**src/rtl/plabel_pkg.sv**
```systemverilog
package plabel_pkg;
  localparam int unsigned DATA_W  = 64;
  localparam int unsigned ID_W    = 16;
  localparam int unsigned GRP_W   = 8;
  localparam int unsigned LVL_W   = 2;
  localparam int unsigned CLASS_W = 6;
  localparam int unsigned ENC_W   = 16;
  localparam int unsigned FIELD_W = 2 * ID_W + 2 * GRP_W;

  // field positions, consumed by label selection
  localparam int unsigned IID_LSB  = 0;
  localparam int unsigned DID_LSB  = ID_W;
  localparam int unsigned IGRP_LSB = 2 * ID_W;
  localparam int unsigned DGRP_LSB = 2 * ID_W + GRP_W;

  typedef enum logic [1:0] {
    OUT_DONE  = 2'd0,
    OUT_TRAP  = 2'd1,
    OUT_UNDEF = 2'd2
  } outcome_e;
endpackage

```
**src/rtl/plabel_access_chk.sv**
```systemverilog
module plabel_access_chk
  import plabel_pkg::*;
(
  input  logic [LVL_W-1:0] priv_lvl_i,
  input  logic             lvl3_present_i,
  input  logic             lvl3_trap_low_i,
  input  logic             lvl2_enabled_i,
  input  logic             lvl2_trap_i,
  input  logic             dbg_halted_i,
  input  logic             dbg_sec_dis_i,
  output outcome_e         outcome_o,
  output logic [LVL_W-1:0] tgt_lvl_o
);
  logic top_trap;
  logic dbg_block;

  assign top_trap  = lvl3_present_i && lvl3_trap_low_i;
  assign dbg_block = dbg_halted_i && dbg_sec_dis_i;

  // priority chain: level-3 trap, then level-2 trap, then completion
  always_comb begin
    outcome_o = OUT_DONE;
    tgt_lvl_o = '0;
    unique case (priv_lvl_i)
      2'd0: outcome_o = OUT_UNDEF;
      2'd1: begin
        if (top_trap) begin
          outcome_o = dbg_block ? OUT_UNDEF : OUT_TRAP;
          tgt_lvl_o = dbg_block ? '0 : LVL_W'(3);
        end else if (lvl2_enabled_i && lvl2_trap_i) begin
          outcome_o = OUT_TRAP;
          tgt_lvl_o = LVL_W'(2);
        end
      end
      2'd2: begin
        if (top_trap) begin
          outcome_o = dbg_block ? OUT_UNDEF : OUT_TRAP;
          tgt_lvl_o = dbg_block ? '0 : LVL_W'(3);
        end
      end
      default: outcome_o = OUT_DONE;
    endcase
  end
endmodule

```
**src/rtl/plabel_store.sv**
```systemverilog
module plabel_store
  import plabel_pkg::*;
(
  input  logic              clk_i,
  input  logic              rst_ni,
  input  logic              wr_en_i,
  input  logic [DATA_W-1:0] wdata_i,
  output logic [DATA_W-1:0] q_o
);
  localparam logic [DATA_W-1:0] KEEP_MASK = {{(DATA_W-FIELD_W){1'b0}}, {FIELD_W{1'b1}}};

  always_ff @(posedge clk_i or negedge rst_ni) begin
    if (!rst_ni)      q_o <= '0;
    else if (wr_en_i) q_o <= wdata_i & KEEP_MASK;
  end

  assert_rsvd_zero_R7: assert property (@(posedge clk_i) disable iff (!rst_ni)
    q_o[DATA_W-1:FIELD_W] == '0);
endmodule

```
**src/rtl/plabel_label_sel.sv**
```systemverilog
module plabel_label_sel
  import plabel_pkg::*;
(
  input  logic [FIELD_W-1:0] own_i,
  input  logic [FIELD_W-1:0] alt_i,
  input  logic               use_alt_i,
  input  logic               fetch_i,
  output logic [ID_W-1:0]    id_o,
  output logic [GRP_W-1:0]   grp_o
);
  logic [FIELD_W-1:0] src;

  assign src   = use_alt_i ? alt_i : own_i;
  assign id_o  = fetch_i ? src[IID_LSB +: ID_W]   : src[DID_LSB +: ID_W];
  assign grp_o = fetch_i ? src[IGRP_LSB +: GRP_W] : src[DGRP_LSB +: GRP_W];
endmodule

```
**src/rtl/plabel_reg.sv**
```systemverilog
module plabel_reg
  import plabel_pkg::*;
#(
  parameter logic [ENC_W-1:0]   SEL_ENC    = 16'hC529,
  parameter logic [CLASS_W-1:0] TRAP_CLASS = 6'h18
) (
  input  logic               clk_i,
  input  logic               rst_ni,
  input  logic               req_valid_i,
  input  logic               req_write_i,
  input  logic [ENC_W-1:0]   req_enc_i,
  input  logic [LVL_W-1:0]   priv_lvl_i,
  input  logic               lvl3_present_i,
  input  logic               lvl3_trap_low_i,
  input  logic               lvl2_enabled_i,
  input  logic               lvl2_trap_i,
  input  logic               dbg_halted_i,
  input  logic               dbg_sec_dis_i,
  input  logic [DATA_W-1:0]  wdata_i,
  output logic               rsp_valid_o,
  output logic               rsp_done_o,
  output logic               rsp_trap_o,
  output logic               rsp_undef_o,
  output logic [LVL_W-1:0]   rsp_tgt_lvl_o,
  output logic [CLASS_W-1:0] rsp_class_o,
  output logic [DATA_W-1:0]  rdata_o,
  input  logic               lbl_fetch_i,
  input  logic               virt_opt_i,
  input  logic               guest_app_i,
  input  logic               tge_i,
  input  logic [FIELD_W-1:0] alt_label_i,
  output logic [ID_W-1:0]    lbl_id_o,
  output logic [GRP_W-1:0]   lbl_grp_o
);
  outcome_e          outcome;
  logic [LVL_W-1:0]  tgt_lvl;
  logic              hit;
  logic              wr_en;
  logic [DATA_W-1:0] reg_q;
  logic              use_alt;

  assign hit   = req_valid_i && (req_enc_i == SEL_ENC);
  assign wr_en = hit && req_write_i && (outcome == OUT_DONE);

  plabel_access_chk u_chk (
    .priv_lvl_i     (priv_lvl_i),
    .lvl3_present_i (lvl3_present_i),
    .lvl3_trap_low_i(lvl3_trap_low_i),
    .lvl2_enabled_i (lvl2_enabled_i),
    .lvl2_trap_i    (lvl2_trap_i),
    .dbg_halted_i   (dbg_halted_i),
    .dbg_sec_dis_i  (dbg_sec_dis_i),
    .outcome_o      (outcome),
    .tgt_lvl_o      (tgt_lvl)
  );

  plabel_store u_store (
    .clk_i  (clk_i),
    .rst_ni (rst_ni),
    .wr_en_i(wr_en),
    .wdata_i(wdata_i),
    .q_o    (reg_q)
  );

  always_ff @(posedge clk_i or negedge rst_ni) begin
    if (!rst_ni) begin
      rsp_valid_o   <= 1'b0;
      rsp_done_o    <= 1'b0;
      rsp_trap_o    <= 1'b0;
      rsp_undef_o   <= 1'b0;
      rsp_tgt_lvl_o <= '0;
      rsp_class_o   <= '0;
      rdata_o       <= '0;
    end else begin
      rsp_valid_o   <= hit;
      rsp_done_o    <= hit && (outcome == OUT_DONE);
      rsp_trap_o    <= hit && (outcome == OUT_TRAP);
      rsp_undef_o   <= hit && (outcome == OUT_UNDEF);
      rsp_tgt_lvl_o <= hit ? tgt_lvl : '0;
      rsp_class_o   <= (hit && outcome == OUT_TRAP) ? TRAP_CLASS : '0;
      rdata_o       <= (hit && !req_write_i && outcome == OUT_DONE) ? reg_q : '0;
    end
  end

  assign use_alt = lvl2_enabled_i && virt_opt_i && guest_app_i && !tge_i;

  plabel_label_sel u_sel (
    .own_i    (reg_q[FIELD_W-1:0]),
    .alt_i    (alt_label_i),
    .use_alt_i(use_alt),
    .fetch_i  (lbl_fetch_i),
    .id_o     (lbl_id_o),
    .grp_o    (lbl_grp_o)
  );

  assert_no_rsp_R1: assert property (@(posedge clk_i) disable iff (!rst_ni)
    (req_valid_i && req_enc_i != SEL_ENC) |=> !rsp_valid_o);
  assert_one_outcome_R2: assert property (@(posedge clk_i) disable iff (!rst_ni)
    rsp_valid_o |-> $countones({rsp_done_o, rsp_trap_o, rsp_undef_o}) == 1);
  assert_idle_quiet_R2: assert property (@(posedge clk_i) disable iff (!rst_ni)
    !rsp_valid_o |-> !(rsp_done_o || rsp_trap_o || rsp_undef_o));
  assert_low_undef_R3: assert property (@(posedge clk_i) disable iff (!rst_ni)
    (hit && priv_lvl_i == '0) |=> rsp_undef_o);
  assert_trap_tgt_R4: assert property (@(posedge clk_i) disable iff (!rst_ni)
    rsp_trap_o |-> ((rsp_tgt_lvl_o == 2'd2 || rsp_tgt_lvl_o == 2'd3) && rsp_class_o == TRAP_CLASS));
  assert_top_done_R6: assert property (@(posedge clk_i) disable iff (!rst_ni)
    (hit && priv_lvl_i == 2'd3) |=> rsp_done_o);
  assert_keep_value_R8: assert property (@(posedge clk_i) disable iff (!rst_ni)
    (rsp_valid_o && !rsp_done_o) |-> reg_q == $past(reg_q));
  assert_rdata_quiet_R11: assert property (@(posedge clk_i) disable iff (!rst_ni)
    !rsp_done_o |-> rdata_o == '0);
endmodule

```
**config.mk**
```make
export PLATFORM = sky130hd
export DESIGN_NAME = plabel_reg
export DESIGN_NICKNAME = d
export VERILOG_FILES = /design/src/rtl/plabel_pkg.sv /design/src/rtl/plabel_access_chk.sv /design/src/rtl/plabel_store.sv /design/src/rtl/plabel_label_sel.sv /design/src/rtl/plabel_reg.sv
export SDC_FILE = /design/constraint.sdc
export NUM_CORES = 1
export LEC_CHECK = 0
export BUFFER_PORTS_ARGS = -buffer_cell sky130_fd_sc_hd__buf_2
export CORE_ASPECT_RATIO = 1.4
export CORE_MARGIN = 2
export CORE_UTILIZATION = 45
export CTS_CLUSTER_DIAMETER = 50
export DETAILED_ROUTE_END_ITERATION = 12
export HOLD_SLACK_MARGIN = 0.05
export PLACE_DENSITY = 0.86
export SETUP_SLACK_MARGIN = 0.15
export SYNTH_ARGS = -nofsm -noshare
export SYNTH_HDL_FRONTEND = slang
export SYNTH_SLANG_ARGS = --single-unit
```
**constraint.sdc**
```tcl
create_clock -name clk_i -period 1.7 [get_ports clk_i]
set_clock_uncertainty 0.05 [all_clocks]
set_input_delay 0.085 -clock clk_i [delete_from_list [all_inputs] [get_ports clk_i]]
set_output_delay 0.085 -clock clk_i [all_outputs]
set_load 0.01 [all_outputs]
```
Yosys cells after proc, flatten, opt, wreduce, memory -nomap -nowiden

Index checks and enable logic that the tools add are counted.

Eq/ne operators: 5
Multiplexer cells: 16
Reductions and logical operators: 18

Operator list:

| cell                                                             | number |
|---|---|
| 48-bit two-way mux                                               | 2 |
| 16-bit == test (second input constant)                           | 1 |
| 16-bit two-way mux                                               | 1 |
| 2-bit two-way mux                                                | 8 |
| 1-bit logical AND                                                | 14 |
| 8-bit two-way mux                                                | 1 |
| 2-bit one-hot mux with 3 select lines                            | 1 |
| 5-bit two-way mux                                                | 1 |
| 2-bit by 1-bit == test with 1-bit output (second input constant) | 2 |
| 2-bit == test (second input constant)                            | 2 |
| 2-bit logical NOT                                                | 2 |
| 2-bit one-hot mux with 2 select lines                            | 1 |
| 1-bit logical NOT                                                | 2 |
| 1-bit two-way mux                                                | 1 |

Output and inout port bits: 100
Flip-flop bits (word level): 107
Logic and storage cells: 47
Input port bits: 144

Longest topological paths before layout

Gate-level depths: netlist of the first run.

Depth after elaboration: 7
Mapped depth: 8
Mapped depth without buffers: 6

By module

Synthesis of the first run repeated with hierarchy kept, for this count alone.

Cells, all modules: 418
Area total of the unflattened synthesis: 5526.6 um^2

By module, submodules not included:

| module            | instances | area each (um^2) | seq. area each (um^2) | cells each |
|---|---|---|---|---|
| plabel_reg        | 1         | 2773.9           | 1751.7                | 252 |
| plabel_store      | 1         | 1984.4           | 1201.2                | 118 |
| plabel_label_sel  | 1         | 620.6            | 0.0                   | 30 |
| plabel_access_chk | 1         | 147.6            | 0.0                   | 18 |

Least setup slack after synthesis of the first run

No wires, ideal clock.

Path kind: in2reg
Start: in priv_lvl_i[1]
End: reg u_store.q_o[27]
Arrival: 1.619 ns
Path buffers: 2
Data required time: 1.523 ns
Stages: 8
Setup slack: -0.097 ns
Library setup time: 0.127 ns
Cells stage by stage: inv_1 ha_1 o211ai_2 o22ai_2 nor4b_4 buf_6 buf_6 mux2_1

Cells in the longest elaborated chain, start to end: 4
Elaborated cells between the ends (all ways): 6
Those cells by class: eq/ne (2); mux (1); reduce/logical (3)

Ends and longest elaborated chain:

| element                                   | RTL line                | text |
|---|---|---|
| start, declared                           | plabel_reg.sv:12        | `input logic [LVL_W-1:0] priv_lvl_i,` |
| 2-bit == test (tied with other cells)     | plabel_access_chk.sv:24 | `unique case (priv_lvl_i)` |
| 2-bit one-hot mux with 3 select lines (*) | plabel_access_chk.sv:24 |  |
| 2-bit logical NOT (*)                     | plabel_reg.sv:43        | `assign wr_en = hit && req_write_i && (outcome == OUT_DONE);` |
| 1-bit logical AND (*)                     | plabel_reg.sv:43        |  |
| end signal, assigned                      | plabel_store.sv:14      | `else if (wr_en_i) q_o <= wdata_i & KEEP_MASK;` |
| end, declared                             | plabel_store.sv:8       | `output logic [DATA_W-1:0] q_o` |

Mark *: on every way between the ends. The rest lies on a longest branch, timed or not.
A chain may end at the register's enable or synchronous reset.

Worst setup path in the final report of the first run

Start: in priv_lvl_i[0]
End: reg u_store.q_o[24]

The elaborated chain is that of the path after synthesis.

==> flow_summary_export.csv, run 1 <==
group,metric,value,unit
power_and_ir_drop,p_clk_share,42.6,%
global_route,grt_pass1_vias,4161,
synthesis,synthDistinctLibCells,34,
routing,wl_met3,782,um
worst_setup_path,worstReg2RegStart,"u_store.q_o[36]$_DFFE_PN0P_",
final_layout,utilization,69.3,%
routing,dr_wl_met2,8.07,mm
power_and_ir_drop,total_power,5.18,mW
final_layout,drive_gt1_share,55.7,%
routing,routed_wl,14.5,mm
sta,fin_crit_sh,93.6,%
routing,met1_length,4.96,mm
hold_path,holdPathStages,4,
clocking,clk-insertion-delay-late,0.33,ns
worst_setup_path,crit_top_cell,"buf_12",
power_and_ir_drop,ir_drop,483,uV
hold_path,hp-start,"req_enc_i[15]",
worst_setup_path,cpMaxStageDelayCell,"mux2_4",
sta,min_period,1.59,ns
synthesis,ys_top_cells_by_area,"dfrtp_1 (54%), mux4_2 (11%), mux2_2 (6.6%)",
worst_setup_path,slowest_delay,0.30,ns
hold_path,min_path_type,"in2reg",
sta,slew_violations,0,
floorplan,ios,244,
floorplan,start_util,45.9,%
sta,timing.fmax,629,MHz
hold_path,hold_end,"rsp_valid_o$_DFF_PN0_",
sta,tightest_slew,0.535,ns
sta,setup_ws,0.109,ns
worst_setup_path,path_max_fanout,8,
routing,vias_per_cell,5.10,
power_and_ir_drop,cellPowerDensity,723,nW/um2
place,dp_slack,-0.379,ns
outcome,status,"complete, no violations",
place,portBuffers,207,
routing,routed.top_layer,"met4",
clocking,root_buffer,"clkbuf_16",
power_and_ir_drop,p_int,4.05,mW
sta,rsz0062_at_grt,"true",
global_route,track_usage,25.0,%
synthesis,syn_avg_cell_area,13.7,um2
global_route,grt_overflow_total,0,
routing,ant_nets,0,
worst_setup_path,critPathBufInv,4,
worst_setup_path,critPathCaptureType,"register",
power_and_ir_drop,switching_share,21.8,%
synthesis,syn_inst,348,
power_and_ir_drop,p_seq_share,46.8,%
worst_setup_path,cp.arrival,1.76,ns
final_layout,antenna_cells,0,
worst_setup_path,crit_family,"buffers and inverters",
clocking,cts.sinks,102,
synthesis,yosysTopAreaCellShare,53.7,%
synthesis,ys_ff_latch,102,
sta,finalSetupViolations,0,
routing,first_pass_iters,4,
synthesis,netlist_area,4750,um2
floorplan,die_x,90.9,um
routing,wl_per_cell,18.9,um
clocking,cts_buffers,9,
worst_setup_path,criticalPathCategory,"in2reg",
sta,slew_headroom,64.3,%
global_route,grt_max_degree,103,
worst_setup_path,r2r_end,"u_store.q_o[36]$_DFFE_PN0P_",
sta,hold_viol,0,
worst_setup_path,rr_worst_depth,2,
place,gp_congestion,0.922,
global_route,antenna_found_initial,0,
floorplan,fp-row-count,44,
synthesis,yosys_warnings,0,
routing,num_vias,3903,
global_route,grt_pass1_wl,22.0,mm
power_and_ir_drop,pwr-share-comb,10.6,%
place,place_area,6030,um2
floorplan,dieArea,11400,um2
job,max_cap_violations,0,
worst_setup_path,critPathRequiredTime,1.87,ns
worst_setup_path,path_cells,"buf_12 -> ha_4 -> o211ai_4 -> o22a_1 -> nor4b_4 -> buf_6 -> buf_12 -> buf_16 -> mux2_4",
final_layout,area_growth,50.8,%
floorplan,coreArea,10300,um2
synthesis,yosysSeqAreaShare,53.7,%
clocking,h-tree-depth,3,
routing,drtIter0Drc,200,
place,hpwl,9.22,mm
floorplan,dieHeight,126,um
final_layout,stdcell_area,7170,um2
clocking,cts_tree,"done",
sta,fin_tns_setup,0,ns
clocking,cts_buffer_depth,2,
power_and_ir_drop,p_leak,3.66,nW
synthesis,yosys.area.top_type,"dfrtp_1",
routing,drc,0,
power_and_ir_drop,switchingPower,1.13,mW
final_layout,nets,770,
worst_setup_path,start_kind,"primary input",
clocking,clk_pin_slew,0.06,ns
worst_setup_path,reg2reg_slack,0.71,ns
[cell usage in the layout, fill, tap and decap left out, types with 3 or more instances in the layout]
| master | count |
|---|---|
| mux2_4 | 24 |
| mux2_2 | 22 |
| dlygate4sd3_1 | 50 |
| inv_1 | 50 |
| buf_2 | 201 |
| dfrtp_1 | 102 |
| nor3_1 | 29 |
| nor3_2 | 20 |
| mux4_2 | 24 |
| buf_12 | 12 |
| and4bb_1 | 3 |
| clkbuf_16 | 11 |
| conb_1 | 20 |
| buf_6 | 4 |
| buf_4 | 14 |
[state kept, by name (all words and copies together) (netlist names)]
register / flops
u_store.q_o: 48
rdata_o: 48
rsp_class_o: 1
rsp_undef_o: 1
rsp_tgt_lvl_o: 2
rsp_valid_o: 1
rsp_done_o: 1
[power groups by stage]
stage	sequential [mW]	combinational, mW	clock [mW]
global placement	2.47	0.418	0
floorplan	2.47	0.192	0
finish	2.43	0.549	2.21
CTS	2.43	0.537	2.22
global route	2.42	0.593	2.33
detailed placement	2.47	0.434	0
[repair_timing]
action,in CTS,in global routing
endpoints found under the setup margin,48,55
cloned,2,2
setup buffers,3,5
gates resized for setup,26,5
hold buffers,50,0
pin swaps,3,1
endpoints found under the hold margin,151,0
[cell families (layout without fill, tap and decap cells)]
| group | after synthesis | in the layout | synth area share, % |
|---|---|---|---|
| other cells | 1 | 20 | 0.0789 |
| simple gates | 68 | 68 | 10.6 |
| fa+ha+maj | 4 | 4 | 1.05 |
| compound gates | 8 | 8 | 1.45 |
| flops | 102 | 102 | 53.7 |
| mux | 72 | 72 | 22.7 |
| buf+inv | 93 | 353 | 10.4 |
[worst register-to-register path, stage by stage, from the launching register on]
cell and delay, ns:
dfrtp_1 0.40, buf_4 0.15, mux2_4 0.28
[Yosys cell counts]
| cell | n |
|---|---|
| a21o_1 | 2 |
| a21oi_1 | 2 |
| and3_1 | 2 |
| and3b_1 | 1 |
| and4bb_1 | 3 |
| buf_1 | 1 |
| buf_2 | 7 |
| buf_4 | 24 |
| buf_6 | 6 |
| clkbuf_1 | 3 |
| conb_1 | 1 |
| dfrtp_1 | 102 |
| ha_1 | 4 |
| inv_1 | 52 |
| mux2_1 | 20 |
| mux2_2 | 28 |
| mux4_2 | 24 |
| nand2_1 | 1 |
| nand2b_1 | 1 |
| nand3_1 | 2 |
| nand3b_1 | 1 |
| nand4_1 | 2 |
| nand4b_1 | 1 |
| nor2_1 | 1 |
| nor2b_1 | 1 |
| nor3_1 | 29 |
| nor3_2 | 20 |
| nor3b_1 | 1 |
| nor4b_4 | 1 |
| o211a_1 | 1 |
| o211ai_2 | 1 |
| o22a_1 | 1 |
| o22ai_2 | 1 |
| or4_4 | 1 |
[worst max-delay path by stage]
stage	from	endpoint	slack, ns	cells past startpoint
final	priv_lvl_i[0]	u_store.q_o[24]$_DFFE_PN0P_	0.11	9
after global routing	priv_lvl_i[1]	u_store.q_o[30]$_DFFE_PN0P_	0.01	10
after CTS	priv_lvl_i[1]	u_store.q_o[41]$_DFFE_PN0P_	0.10	10
after detailed placement	priv_lvl_i[0]	u_store.q_o[25]$_DFFE_PN0P_	-0.38	9
after global placement	priv_lvl_i[0]	u_store.q_o[11]$_DFFE_PN0P_	-0.23	9
after floorplan	priv_lvl_i[0]	u_store.q_o[27]$_DFFE_PN0P_	-0.01	8
[stage by stage]
| stage | instances | hold WS (ns) |
|---|---|---|
| 5_1_grt | 765 | 0.145 |
| 2_1_floorplan | 367 | -0.261 |
| 6_report | 765 | 0.114 |
| 3_3_place_gp | 687 | 0.129 |
| 3_5_place_dp | 687 | 0.142 |
| 4_1_cts | 758 | 0.0986 |
[routing by layer]
layer  GRT usage, %  up-vias
met2           47.0      220
met5              0        -
met3           4.49       53
li1               -     1700
met4           12.1        0
met1           26.8     1930
[cell type report]
cell class              instances  area [um2]
clock inverters                 5        82.6
clock buffers                  11         243
flip-flops and latches        102        2550
repair buffers                285        2000
inverters                      52         213
multi-input cells             172        1910
fillers                       712        3180
well taps                     138         173
No activity file was read; power rests on OpenSTA's default activity.
==> run 2, diff against run 1 <==
clock period = 2 ns   (was 1.7 ns; I/O delays follow)
==> run 2 against run 1 <==
Net effect: core utilization down 4.7 points; global-route usage down 1.5 points; count of clock-buffer cells in the layout down 1; design area down 6.8%; combinational power down 21%; clock power down 23%; via count down 4.5%; routed wire length down 7.1%; setup slack better by 0.17 ns; first-iteration DRC count down 40%; register-to-register slack better by 0.37 ns; critical path type unchanged; largest cell class unchanged; highest routed layer unchanged.
==> flow_summary_export.csv, run 2 (synthesis gave the netlist of run 1 again) <==
group,metric,value,unit
power_and_ir_drop,ir_drop,372,uV
sta,setup_ws,0.283,ns
clocking,h-tree-depth,3,
floorplan,start_util,45.9,%
clocking,cts_buffer_depth,2,
worst_setup_path,criticalPathCategory,"in2reg",
hold_path,holdPathStages,3,
routing,num_vias,3729,
outcome,status,"complete, no violations",
final_layout,final_cell_mix,"buf_2 (206), dfrtp_1 (102), inv_1 (52)",
worst_setup_path,crit_end,"u_store.q_o[17]$_DFFE_PN0P_",
power_and_ir_drop,switchingPower,0.928,mW
routing,ant_nets,0,
worst_setup_path,path_max_fanout,48,
clocking,postCtsSetupBuffers,0,
worst_setup_path,rr_worst_depth,1,
routing,routed.top_layer,"met4",
final_layout,final_common_cell,"buf_2",
routing,wl_per_cell,18.0,um
routing,drtIter0Drc,121,
power_and_ir_drop,switching_share,22.1,%
final_layout,area_growth,40.6,%
sta,slew_violations,0,
final_layout,stdcell_area,6680,um2
clocking,cts.sinks,102,
final_layout,regArea,2550,um2
global_route,track_usage,23.5,%
floorplan,fp-row-count,44,
routing,routed_wl,13.4,mm
clocking,cts_buffers,9,
global_route,grt_pass1_vias,4115,
floorplan,coreArea,10300,um2
place,hpwl,8.75,mm
worst_setup_path,cp.arrival,1.89,ns
clocking,clk_pin_slew,0.06,ns
routing,met1_length,4.84,mm
clocking,root_buffer,"clkbuf_16",
place,portBuffers,207,
clocking,cts_tree,"done",
sta,min_period,1.72,ns
worst_setup_path,reg2reg_slack,1.08,ns
global_route,grt_overflow_total,0,
clocking,clk-insertion-delay-late,0.34,ns
power_and_ir_drop,p_int,3.28,mW
sta,finalSetupViolations,0,
hold_path,min_path_type,"in2reg",
final_layout,reg.largest.list,"rdata_o: 48 flops, u_store.q_o: 48 flops, rsp_tgt_lvl_o: 2 flops",
power_and_ir_drop,total_power,4.21,mW
worst_setup_path,startpoint,"priv_lvl_i[1]",
power_and_ir_drop,p_seq_share,49.0,%
worst_setup_path,worstReg2RegStart,"u_store.q_o[42]$_DFFE_PN0P_",
routing,vias_per_cell,4.99,
routing,first_pass_iters,4,
global_route,antenna_found_initial,0,
place,place_area,5890,um2
worst_setup_path,start_kind,"primary input",
power_and_ir_drop,p_clk_share,40.7,%
final_layout,fillers,823,
worst_setup_path,critPathCaptureType,"register",
global_route,grt_pass1_wl,20.5,mm
power_and_ir_drop,p_leak,3.51,nW
worst_setup_path,r2r_end,"u_store.q_o[42]$_DFFE_PN0P_",
sta,fin_crit_sh,85.9,%
power_and_ir_drop,cellPowerDensity,630,nW/um2
place,dp_slack,-0.0903,ns
clocking,ctsResizeCount,0,
power_and_ir_drop,pwr-share-comb,10.3,%
routing,wl_met3,742,um
floorplan,ios,244,
place,gp_congestion,0.881,
sta,timing.fmax,582,MHz
final_layout,antenna_cells,0,
routing,dr_wl_met2,7.30,mm
sta,hold_viol,0,
final_layout,drive_gt1_share,51.0,%
floorplan,die_x,90.9,um
job,max_cap_violations,0,
worst_setup_path,critPathRequiredTime,2.17,ns
global_route,grt_max_degree,58,
routing,drc,0,
final_layout,nets,754,
sta,rsz0062_at_grt,"false",
final_layout,multi_input_area,1780,um2
floorplan,dieHeight,126,um
floorplan,dieArea,11400,um2
==> run 2: changes by cell type in the layout (fill, tap and decap cells not counted), moves of 2 or more <==
cell | previous run | this run
buf_6 | 4 | 0
ha_4 | 2 | 0
buf_4 | 14 | 8
buf_12 | 12 | 5
mux2_2 | 22 | 28
buf_16 | 2 | 0
mux2_1 | 2 | 20
inv_1 | 50 | 52
clkbuf_16 | 11 | 9
mux2_4 | 24 | 0
buf_2 | 201 | 206
ha_1 | 2 | 4
clkinv_4 | 2 | 0
clkinv_2 | 1 | 4
==> run 2: worst min path at each step <==
| stage | start | end |
|---|---|---|
| after global placement | rst_ni | rdata_o[45]$_DFF_PN0_ |
| after floorplan | rst_ni | rdata_o[0]$_DFF_PN0_ |
| after detailed placement | rst_ni | rdata_o[40]$_DFF_PN0_ |
| final | dbg_sec_dis_i | rsp_tgt_lvl_o[0]$_DFF_PN0_ |
| after CTS | req_enc_i[15] | rsp_valid_o$_DFF_PN0_ |
| after global routing | dbg_sec_dis_i | rsp_tgt_lvl_o[0]$_DFF_PN0_ |
==> run 2: per-layer routing <==
metal | global-route usage (%) | vias up
met5 | 0 | -
met4 | 13.2 | 0
met3 | 4.55 | 37
met2 | 42.5 | 194
met1 | 25.8 | 1832
li1 | - | 1666
==> run 2: stage by stage <==
stage | hold slack, ns | TNS [ns] | std cells | utilization [%]
global route | 0.114 | 0 | 748 | 64.6
global placement | -0.0596 | -0.475 | 683 | 57.0
detailed placement | -0.0563 | -3.15 | 683 | 57.0
CTS | 0.102 | 0 | 748 | 64.6
finish | 0.114 | 0 | 748 | 64.6
floorplan | -0.246 | 0 | 367 | -
==> run 2: timing repair <==
| item | CTS | global route |
|---|---|---|
| hold buffers | 50 | 0 |
| endpoints found under the setup margin | 0 | 0 |
| hold endpoints to repair | 151 | 0 |
==> run 2: cell type report <==
type,count,area share [%]
Sequential cell,102,38.2
Tap cell,138,2.58
Clock buffer,10,3.58
Clock inverter,5,0.749
Multi-Input combinational cell,172,26.7
Timing Repair Buffer,269,25.3
Inverter,52,2.92
==> run 2: power by group through the flow <==
stage / combinational [mW] / clock (mW) / sequential [mW]
global placement: 0.340 / 0 / 2.10
finish: 0.432 / 1.71 / 2.06
floorplan: 0.159 / 0 / 2.10
global route: 0.468 / 1.82 / 2.06
detailed placement: 0.351 / 0 / 2.10
CTS: 0.430 / 1.75 / 2.06
==> run 2: worst max-delay path, cell delays in order <==
cell	delay, ns
buf_2	0.10
inv_1	0.05
ha_1	0.20
o211ai_2	0.22
o22ai_2	0.15
nor4b_4	0.34
buf_12	0.33
mux2_2	0.39
==> run 3, diff against run 2 <==
clock period = 1.6 ns   (was 2 ns; I/O delays follow)
==> run 3 against run 2 <==
Net effect: setup slack lost 0.25 ns; hold slack lost 0.024 ns; die area is the same; routed wire length grew 46%; total power grew 33%; global-route usage grew 6.8 points; sequential share of layout area shrank 6.0 points; final cell count grew 11%; core utilization grew 12 points; combinational power grew 48%; design area grew 19%; largest power group unchanged.
==> flow_summary_export.csv, run 3 (synthesis gave the netlist of run 1 again) <==
group,metric,value,unit
final_layout,utilization,76.6,%
outcome,status,"complete, no violations",
floorplan,start_util,45.9,%
worst_setup_path,crit_family,"buffers and inverters",
global_route,grt_pass1_wl,26.2,mm
power_and_ir_drop,p_clk_share,42.7,%
power_and_ir_drop,p_leak,4.06,nW
final_layout,final_common_cell,"buf_2",
clocking,root_buffer,"clkbuf_16",
hold_path,holdPathStages,3,
clocking,clk-insertion-delay-late,0.34,ns
floorplan,dieArea,11400,um2
worst_setup_path,path_depth,9,
place,hpwl,9.32,mm
power_and_ir_drop,switchingPower,1.29,mW
worst_setup_path,path_max_fanout,6,
power_and_ir_drop,cellPowerDensity,708,nW/um2
routing,drtIter0Drc,284,
power_and_ir_drop,p_int,4.33,mW
worst_setup_path,crit_end,"u_store.q_o[42]$_DFFE_PN0P_",
power_and_ir_drop,p_seq_share,45.9,%
final_layout,area_growth,66.8,%
worst_setup_path,rr_worst_depth,3,
worst_setup_path,worstReg2RegStart,"u_store.q_o[40]$_DFFE_PN0P_",
routing,wl_per_cell,23.7,um
routing,first_pass_iters,4,
final_layout,stdcell_area,7930,um2
worst_setup_path,startpoint,"priv_lvl_i[0]",
worst_setup_path,criticalPathCategory,"in2reg",
sta,rsz0062_at_grt,"true",
worst_setup_path,critPathCaptureType,"register",
routing,vias_per_cell,5.54,
worst_setup_path,start_kind,"primary input",
place,place_area,6070,um2
floorplan,ios,244,
worst_setup_path,critPathBufInv,4,
sta,hold_viol,0,
global_route,antenna_found_initial,1,
floorplan,dieHeight,126,um
routing,drc,0,
routing,routed_wl,19.7,mm
sta,finalSetupViolations,0,
clocking,cts.sinks,102,
global_route,grt_overflow_total,0,
routing,num_vias,4591,
sta,min_period,1.57,ns
hold_path,hp-start,"dbg_halted_i",
global_route,grt_pass1_vias,4713,
floorplan,coreArea,10300,um2
worst_setup_path,cp.arrival,1.74,ns
floorplan,fp-row-count,44,
final_layout,fillers,561,
final_layout,nets,833,
sta,slew_violations,0,
final_layout,drive_gt1_share,60.3,%
place,portBuffers,207,
clocking,cts_buffer_depth,2,
worst_setup_path,slowest_delay,0.32,ns
final_layout,reg.largest.list,"rdata_o: 48 flops, u_store.q_o: 48 flops, rsp_tgt_lvl_o: 2 flops",
power_and_ir_drop,pwr-share-comb,11.4,%
sta,fin_crit_sh,98.0,%
worst_setup_path,reg2reg_slack,0.45,ns
worst_setup_path,critPathRequiredTime,1.77,ns
power_and_ir_drop,total_power,5.62,mW
clocking,cts_buffers,9,
power_and_ir_drop,ir_drop,498,uV
sta,timing.fmax,638,MHz
worst_setup_path,cpMaxStageDelayCell,"mux2_4",
clocking,h-tree-depth,3,
job,max_cap_violations,0,
global_route,grt_max_degree,33,
floorplan,die_x,90.9,um
hold_path,min_path_type,"in2reg",
final_layout,final_cell_mix,"buf_2 (178), dfrtp_1 (102), buf_4 (74)",
place,gp_congestion,0.901,
global_route,track_usage,30.3,%
clocking,clk_pin_slew,0.07,ns
worst_setup_path,r2r_end,"u_store.q_o[40]$_DFFE_PN0P_",
worst_setup_path,path_cells,"buf_8 -> ha_4 -> o211ai_4 -> o22a_1 -> nor4b_4 -> buf_4 -> buf_12 -> buf_16 -> mux2_4",
clocking,cts_tree,"done",
power_and_ir_drop,switching_share,22.9,%
routing,ant_nets,0,
[run 3: changes by cell type in the layout (fill, tap and decap cells not counted), sizes merged]
cell	change
buf	+80
bufinv	+1
clkbuf	+1
clkinv	-1
diode	+1
dlygate4sd3	-1
[run 3: what timing repair did]
item | in CTS | in global routing
endpoints found under the hold margin | 150 | 0
pin swaps | 5 | 1
setup buffers | 49 | 17
hold buffers | 49 | 0
gates cloned | 7 | 0
setup endpoints to repair | 73 | 73
resized for setup | 57 | 25
[run 3: worst min-delay path by stage]
stage | end | slack [ns]
2_1_floorplan | rdata_o[0]$_DFF_PN0_ | -0.27
3_3_place_gp | rdata_o[27]$_DFF_PN0_ | -0.01
3_5_place_dp | rdata_o[29]$_DFF_PN0_ | -0.01
4_1_cts | rsp_tgt_lvl_o[0]$_DFF_PN0_ | 0.07
5_1_grt | rsp_tgt_lvl_o[0]$_DFF_PN0_ | 0.09
6_report | rsp_tgt_lvl_o[0]$_DFF_PN0_ | 0.09
[run 3: metrics by stage]
step	worst slack, ns	hold slack (ns)	setup TNS (ns)	cells
floorplan	-0.105	-0.266	-2.37	367
global placement	-0.363	-0.0109	-19.10	690
detailed placement	-0.449	-0.0107	-26.80	690
CTS	0.0690	0.0709	0	811
global route	-0.0224	0.0872	-0.355	829
finish	0.0319	0.0899	0	829
[run 3: power groups by stage]
stage	Sequential, mW	Clock (mW)	Combinational [mW]
floorplan	2.63	0	0.207
global placement	2.63	0	0.457
detailed placement	2.63	0	0.472
CTS	2.58	2.37	0.587
global route	2.58	2.52	0.675
finish	2.58	2.40	0.639
[run 3: layout make-up]
cell class                      instances  area, um2  share of cell area [%]
Antenna cell                            1       2.50                  0.0315
Sequential cell                       102       2550                    32.2
Tap cell                              138        173                    2.18
Inverter                               52        210                    2.65
Clock buffer                           11        243                    3.06
Clock inverter                          5       82.6                    1.04
Multi-Input combinational cell        172       2000                    25.2
Timing Repair Buffer                  348       2670                    33.6
[run 3: tightest hold or removal path, cell delays in order]
cell,delay (ns)
buf_2,0.10
a21oi_1,0.08
and3_1,0.17
[run 3: routing by layer]
| metal | GRT usage (%) | vias up | routed length, um |
|---|---|---|---|
| met3 | 5.20 | 112 | 1520 |
| met4 | 15.3 | 0 | 1430 |
| li1 | - | 1829 | - |
| met5 | 0 | - | 0 |
| met2 | 56.4 | 365 | 10300 |
| met1 | 33.0 | 2285 | 6400 |
